$ cat config.mk
export PLATFORM = sky130hd
export DESIGN_NAME = sysctl_bus_ctrl
export DESIGN_NICKNAME = d
export VERILOG_FILES = /design/src/rtl/sysctl_pkg.sv /design/src/rtl/sysctl_bank_latch.sv /design/src/rtl/sysctl_decode.sv /design/src/rtl/sysctl_irq_merge.sv /design/src/rtl/sysctl_bus_ctrl.sv
export SDC_FILE = /design/constraint.sdc
export NUM_CORES = 1
export LEC_CHECK = 0
export BUFFER_PORTS_ARGS = -buffer_cell sky130_fd_sc_hd__buf_2
export CAP_MARGIN = 25
export CORE_MARGIN = 2
export CORE_UTILIZATION = 33
export CTS_CLUSTER_DIAMETER = 100
export DETAILED_ROUTE_END_ITERATION = 8
export PLACE_DENSITY_LB_ADDON = 0.2
export SYNTH_ARGS = -nofsm -noshare
export SYNTH_HDL_FRONTEND = slang
export SYNTH_SLANG_ARGS = --single-unit
$ cat constraint.sdc
create_clock -name clk_i -period 1.63 [get_ports clk_i]
set_clock_uncertainty 0.15 [all_clocks]
set_input_delay 0.326 -clock clk_i [delete_from_list [all_inputs] [get_ports clk_i]]
set_output_delay 0.326 -clock clk_i [all_outputs]
set_load 0.01 [all_outputs]
$ cat src/rtl/sysctl_pkg.sv
package sysctl_pkg;

    typedef enum logic [1:0] {
        REG_NONE = 2'd0,
        REG_RAM  = 2'd1,
        REG_ROM  = 2'd2,
        REG_IO   = 2'd3
    } region_e;

    typedef struct packed {
        logic ram;
        logic rom;
        logic io;
    } sel_n_t;

    localparam sel_n_t SEL_IDLE = '{ram: 1'b1, rom: 1'b1, io: 1'b1};

    function automatic logic in_window(input logic [15:0] a,
                                       input logic [15:0] lo,
                                       input logic [15:0] hi);
        return (a >= lo) && (a <= hi);
    endfunction

    function automatic region_e map_region(input logic        bank_zero,
                                           input logic [15:0] a,
                                           input logic [15:0] io_lo,
                                           input logic [15:0] io_hi,
                                           input logic [15:0] rom_lo,
                                           input logic [15:0] rom_hi);
        if (bank_zero && in_window(a, io_lo, io_hi))
            return REG_IO;
        if (bank_zero && in_window(a, rom_lo, rom_hi))
            return REG_ROM;
        return REG_RAM;
    endfunction

endpackage

$ cat src/rtl/sysctl_bank_latch.sv
module sysctl_bank_latch #(
    parameter int BANK_W = 8
) (
    input  logic              clk_i,
    input  logic              rst_i,
    input  logic              phi2_i,
    input  logic [BANK_W-1:0] data_i,
    output logic [BANK_W-1:0] bank_o,
    output logic              phase_hi_o
);
    logic phi2_q;
    logic rise;

    assign rise = phi2_i & ~phi2_q;

    always_ff @(posedge clk_i) begin
        if (rst_i) begin
            phi2_q <= 1'b0;
            bank_o <= '0;
        end else begin
            phi2_q <= phi2_i;
            if (rise)
                bank_o <= data_i;
        end
    end

    // high only once the bank for this cycle is in place
    assign phase_hi_o = phi2_i & phi2_q;
endmodule

$ cat src/rtl/sysctl_decode.sv
module sysctl_decode
    import sysctl_pkg::*;
#(
    parameter int          BANK_W   = 8,
    parameter logic [15:0] IO_LO    = 16'hDF00,
    parameter logic [15:0] IO_HI    = 16'hDFFF,
    parameter logic [15:0] ROM_LO   = 16'hE000,
    parameter logic [15:0] ROM_HI   = 16'hFFFF
) (
    input  logic [BANK_W-1:0] bank_i,
    input  logic [15:0]       addr_i,
    input  logic              phase_hi_i,
    input  logic              valid_i,
    input  logic              rwb_i,
    output sel_n_t            sel_n_o,
    output logic              rd_n_o,
    output logic              wr_n_o
);
    region_e region;

    always_comb begin
        region = REG_NONE;
        if (phase_hi_i && valid_i)
            region = map_region(bank_i == '0, addr_i, IO_LO, IO_HI, ROM_LO, ROM_HI);
    end

    always_comb begin
        sel_n_o = SEL_IDLE;
        unique case (region)
            REG_RAM:  sel_n_o.ram = 1'b0;
            REG_ROM:  sel_n_o.rom = 1'b0;
            REG_IO:   sel_n_o.io  = 1'b0;
            default:  sel_n_o     = SEL_IDLE;
        endcase
    end

    assign rd_n_o = ~(phase_hi_i & rwb_i);
    assign wr_n_o = ~(phase_hi_i & ~rwb_i);
endmodule

$ cat src/rtl/sysctl_irq_merge.sv
module sysctl_irq_merge #(
    parameter int             N_IRQ = 4,
    parameter logic [N_IRQ-1:0] MASK = '1
) (
    input  logic [N_IRQ-1:0] irq_n_i,
    output logic             irq_n_o
);
    logic [N_IRQ-1:0] req;

    for (genvar g = 0; g < N_IRQ; g++) begin : g_src
        if (MASK[g]) begin : g_on
            assign req[g] = ~irq_n_i[g];
        end else begin : g_off
            assign req[g] = 1'b0;
        end
    end

    assign irq_n_o = ~(|req);
endmodule

$ cat src/rtl/sysctl_bus_ctrl.sv
module sysctl_bus_ctrl
    import sysctl_pkg::*;
#(
    parameter int               BANK_W   = 8,
    parameter int               HI_W     = 3,
    parameter int               N_IRQ    = 4,
    parameter logic [N_IRQ-1:0] IRQ_MASK = 4'b1011,
    parameter logic [15:0]      IO_LO    = 16'hDF00,
    parameter logic [15:0]      IO_HI    = 16'hDFFF,
    parameter logic [15:0]      ROM_LO   = 16'hE000,
    parameter logic [15:0]      ROM_HI   = 16'hFFFF
) (
    input  logic              clk_i,
    input  logic              rst_i,
    input  logic              phi2_i,
    input  logic [15:0]       addr_i,
    input  logic [BANK_W-1:0] data_i,
    input  logic              rwb_i,
    input  logic              vda_i,
    input  logic              vpa_i,
    input  logic [N_IRQ-1:0]  irq_n_i,
    output logic [HI_W-1:0]   addr_hi_o,
    output logic              ram_cs_n_o,
    output logic              rom_cs_n_o,
    output logic              io_cs_n_o,
    output logic              rd_n_o,
    output logic              wr_n_o,
    output logic              irq_n_o
);
    logic [BANK_W-1:0] bank;
    logic              phase_hi;
    sel_n_t            sel_n;

    sysctl_bank_latch #(.BANK_W(BANK_W)) u_latch (
        .clk_i      (clk_i),
        .rst_i      (rst_i),
        .phi2_i     (phi2_i),
        .data_i     (data_i),
        .bank_o     (bank),
        .phase_hi_o (phase_hi)
    );

    sysctl_decode #(
        .BANK_W (BANK_W),
        .IO_LO  (IO_LO),
        .IO_HI  (IO_HI),
        .ROM_LO (ROM_LO),
        .ROM_HI (ROM_HI)
    ) u_dec (
        .bank_i     (bank),
        .addr_i     (addr_i),
        .phase_hi_i (phase_hi),
        .valid_i    (vda_i | vpa_i),
        .rwb_i      (rwb_i),
        .sel_n_o    (sel_n),
        .rd_n_o     (rd_n_o),
        .wr_n_o     (wr_n_o)
    );

    sysctl_irq_merge #(.N_IRQ(N_IRQ), .MASK(IRQ_MASK)) u_irq (
        .irq_n_i (irq_n_i),
        .irq_n_o (irq_n_o)
    );

    assign addr_hi_o  = bank[HI_W-1:0];
    assign ram_cs_n_o = sel_n.ram;
    assign rom_cs_n_o = sel_n.rom;
    assign io_cs_n_o  = sel_n.io;
endmodule

## Word-level counts from Yosys, hierarchy flattened

Cells that the tools add are included.

| operators by class | value |
|---|---|
| mux-type cells | 13 |
| bitwise gates (word level) | 13 |
| equal/unequal tests | 3 |
| reductions and logical operators | 7 |
| magnitude comparators | 4 |

Operator list:

| cell | count |
|---|---|
| $ge A16 B16 Y1 const B | 2 |
| $le A16 B16 Y1 const B | 2 |
| $mux W2 | 5 |
| $logic_not A8 Y1 | 1 |
| $mux W1 | 8 |
| $not A1 Y1 | 8 |
| $logic_and A1 B1 Y1 | 5 |
| $and A1 B1 Y1 | 4 |
| $eq A2 B2 Y1 const B | 2 |
| $reduce_or A3 Y1 | 1 |
| $eq A2 B1 Y1 const B | 1 |
| $or A1 B1 Y1 | 1 |

| storage, ports and cells | value |
|---|---|
| word-level logic and storage cells | 42 |
| input bits | 34 |
| bits in registers | 9 |

## Longest topological paths before layout

| depth | value |
|---|---|
| word-level depth | 12 |
| mapped depth | 4 |

## By module

Synthesis repeated with hierarchy kept, for this count alone.

| second synthesis, totals | value |
|---|---|
| cells, all modules | 53 |
| area total of the unflattened synthesis | 516.7 µm² |

Modules (own cells, without submodules):

| module | sequential area each (µm²) | cells each | area an instance (µm²) | times used |
|---|---|---|---|---|
| sysctl_bank_latch | 180.2 | 38 | 409.1 | 1 |
| sysctl_decode | 0.0 | 13 | 95.1 | 1 |
| sysctl_bus_ctrl | 0.0 | 1 | 6.3 | 1 |
| sysctl_irq_merge | 0.0 | 1 | 6.3 | 1 |

## Least setup slack after synthesis

No wires, ideal clock.

| timing | value |
|---|---|
| path kind | register to output |
| start | register u_latch.bank_o[7] |
| end | output port io_cs_n_o |
| buffers on the path | 0 |
| required time | 1.154 ns |
| path slack | -0.038 ns |
| stages on the path, launching flop included | 4 |
| data arrival time | 1.192 ns |
| path through | dfxtp_1 > nor4_2 > nand2_1 > or4_1 |

| between the ends | value |
|---|---|
| cells in the longest elaborated chain, start to end | 10 |

Ends and longest elaborated chain:

| what | line | text |
|---|---|---|
| start, declared | sysctl_bank_latch.sv:8 | `output logic [BANK_W-1:0] bank_o,` |
| start signal, assigned | sysctl_bank_latch.sv:23 | `bank_o <= data_i;` |
| $logic_not A8 Y1 (*) | sysctl_decode.sv:24 | `region = map_region(bank_i == '0, addr_i, IO_LO, IO_HI, ROM_LO, ROM_HI);` |
| $logic_and A1 B1 Y1 | sysctl_pkg.sv:32 | `if (bank_zero && in_window(a, rom_lo, rom_hi))` |
| $mux W1 (2 in a row) | sysctl_pkg.sv:32 |  |
| $mux W1 | sysctl_decode.sv:23 | `if (phase_hi_i && valid_i)` |
| $mux W2 | sysctl_pkg.sv:34 | `return REG_RAM;` |
| $mux W2 (*) | sysctl_pkg.sv:32 |  |
| $mux W2 (*) | sysctl_decode.sv:23 |  |
| $eq A2 B2 Y1 (*) | sysctl_decode.sv:29 | `unique case (region)` |
| $mux W1 (*) | sysctl_decode.sv:29 |  |
| end, declared | sysctl_bus_ctrl.sv:25 | `output logic io_cs_n_o,` |

Mark *: on every way between the ends. The rest lies on a longest branch, timed or not. The select of a mux whose other input is x is not followed.

## Worst setup path after layout

| timing | value |
|---|---|
| start | register u_latch.bank_o[4] |
| end | output port io_cs_n_o |

The elaborated chain is that of the path after synthesis.

==> metrics.txt <==
Worst-path clk slew=60 ps; die width=40.5 um; Std-Cell Rows=13; Detailed Routing Iterations Pass 1=2; Pleak=0.332 nW; Yosys warnings=0; remaining antenna violation count=0; area of the die=1640 um^2; Initial Util=0.346; critical path, cell by cell=nor4_2 -> nand2_1 -> or4_4 -> buf_6; Die H=40.5 um; most common flop cell mapped by yosys=dfxtp_1; PD cells=768 nW/um^2; later-pin clock latency in the skew report=260 ps; Worst Setup Slack, final=-383 ps; worst r2r src=u_latch.phi2_q$_SDFF_PP0_; Startpoint Class=register; RSZ-0062 raised after global routing=true; Mapped Cells=46; Post-synth ARST share=0; Slew HR=0.833; dominant cells by area after synthesis=dfxtp_1 (41%), mux2i_1 (18%), nor2_1 (6.8%), nor4_2 (5.7%), buf_4 (5.1%); fmax=497 MHz; Synth cell types=19; initial antenna violation count=0; sequential area share after synthesis=0.410; drt wl/cell=10.3 um; top sig layer=met3; worst hold slack=153 ps; GRT overflow=0; largest fanout on the critical path=3; Max-Cap Viols=0; Synth area leader=dfxtp_1; minimum clock period=2010 ps; critical hold path startpoint=data_i[1]; DP HPWL=824 um; Arr. time, crit path=1540 ps; global-route wire length before repair=1.55 mm; reg-to-reg slack, setup=380 ps; Post-synth top cells=dfxtp_1 (9), mux2i_1 (8), nor2_1 (8), buf_4 (3); mean post-synth cell area=9.55 um^2; synthesized net count=80; hold endpoint=u_latch.bank_o[1]$_SDFFE_PP0P_; Final Cycle Share=1.24; hold path cells=3; n_diodes=0; final setup vio count=3; maximum vdd ir drop=0.563 mV; Hold Crit Class=primary input to register; fraction of layout cells with a size suffix above 1=0.571; placed insts=94; status=finished with violations; TritonCTS clock tree=yes; drt first-iter violations=4; CTS buffer count=3; WP data required=1150 ps; # nets final=119; clock sinks=9; Area Growth Syn to Fin=53.8%; most common cell in the netlist=dfxtp_1; met3 wire length=105 um; worst slew pin tran=250 ps; vias in the first global route=389; Vias=460; WL met1=408 um; Final Hold Fails=0; Reg2Reg Depth=5; CTS Hold Buffers Added=0; Yosys top cell area share=0.410; Post-synth EDFFs=0; CP Class=register to output pin; H-tree Lvls=1; Placer Congestion=0.656; vias per cell=4.65; Crit path largest cell delay=430 ps; Core Footprint=1270 um^2; Buffers on Ports=33; drt total wl=1.02 mm; largest net degree at the start of global routing=10; violated checks=negative setup slack; Place WS=-130 ps; met2 wire length=502 um; critical path's slowest cell=or4_4; final non-filler cell total=99; I/O pin count=43; total track usage=0.146; CP Capture Type=output pin; Synth Register Bits=9; clk buf depth=2; Post-Syn Area=439 um^2; Slew Limit Fails=0; DRC viols=0; R2R Path End=u_latch.bank_o[7]$_SDFFE_PP0P_; Root Driver=clkbuf_4
-- what timing repair did --
item	4_1_cts	5_1_grt
gates resized for setup	2	1
setup buffers	1	1
pin swaps	3	2
gates cloned	0	0
endpoints found under the setup margin	3	3
-- sequential cells by signal, indices dropped and copies added (netlist names) --
signal	flops
u_latch.bank_o	8
u_latch.phi2_q	1
-- cells in the final DEF, fill, tap and decap left out --
master / Yosys / layout
clkbuf_1: 1 / 1
nand4_1: 1 / 1
mux2i_1: 8 / 8
buf_4: 3 / 6
clkbuf_4: 0 / 3
dfxtp_1: 9 / 7
nor4_2: 2 / 2
o211ai_1: 1 / 1
buf_6: 0 / 1
and3_1: 1 / 1
nand2_1: 1 / 1
or3_2: 1 / 1
dfxtp_2: 0 / 2
buf_2: 1 / 32
nor2b_1: 2 / 2
nand4b_1: 1 / 1
nand3_1: 2 / 2
o21bai_1: 1 / 1
nor2_1: 8 / 8
o21a_1: 1 / 1
or4_4: 0 / 1
nand3b_1: 1 / 1
-- report_power, final --
| group | switching, mW | total (mW) | internal, mW | leakage (nW) |
|---|---|---|---|---|
| clock network | 0.0771 | 0.171 | 0.0943 | 0.0150 |
| registers | 0.00860 | 0.242 | 0.234 | 0.0749 |
| logic | 0.0431 | 0.105 | 0.0622 | 0.242 |
| total | 0.129 | 0.519 | 0.390 | 0.332 |
-- stage by stage --
step / power, mW / cell area [um^2] / util / setup TNS, ps
after global placement: 0.345 / 633 / 0.499 / -175
final: 0.519 / 676 / 0.533 / -980
after CTS: 0.530 / 674 / 0.532 / -1040
after floorplan: 0.300 / 443 / - / 0
after global routing: 0.550 / 676 / 0.533 / -1220
after detailed placement: 0.348 / 633 / 0.499 / -228
-- area by class of cell --
type,instances,area (um^2)
multi-input cells,32,231
fillers,120,593
clock buffers,4,26.3
repair buffers,39,216
well taps,15,18.8
flip-flops and latches,9,183
-- how the worst max path moves through the flow --
stage                                   startpoint          to  slack (ps)  cells after the start
detailed placement                      addr_i[13]   io_cs_n_o        -130                      4
floorplan           u_latch.bank_o[5]$_SDFFE_PP0P_  rom_cs_n_o          70                      3
CTS                 u_latch.bank_o[4]$_SDFFE_PP0P_   io_cs_n_o        -410                      4
global placement                        addr_i[13]   io_cs_n_o        -100                      4
global route        u_latch.bank_o[5]$_SDFFE_PP0P_   io_cs_n_o        -450                      4
finish              u_latch.bank_o[4]$_SDFFE_PP0P_   io_cs_n_o        -380                      4
-- critical path: cells and delay by family, from the launching register on --
| family | cells | cell delay (ps) |
|---|---|---|
| buffers and inverters | 1 | 140 |
| flip-flops | 1 | 320 |
| AND/OR/NAND/NOR | 3 | 810 |
-- routing by layer --
layer  track usage  vias up
met5             0        -
met4         0.100        0
met3        0.0333        0
met2         0.242       21
met1         0.162      201
li1              -      238
-- kinds of logic after synthesis --
family | after synthesis | share of synthesized area
mux | 8 | 0.182
compound gates | 3 | 0.0513
simple gates | 21 | 0.285
flops | 9 | 0.410
buf+inv | 5 | 0.0712
Power figures use the tool's default switching activity.
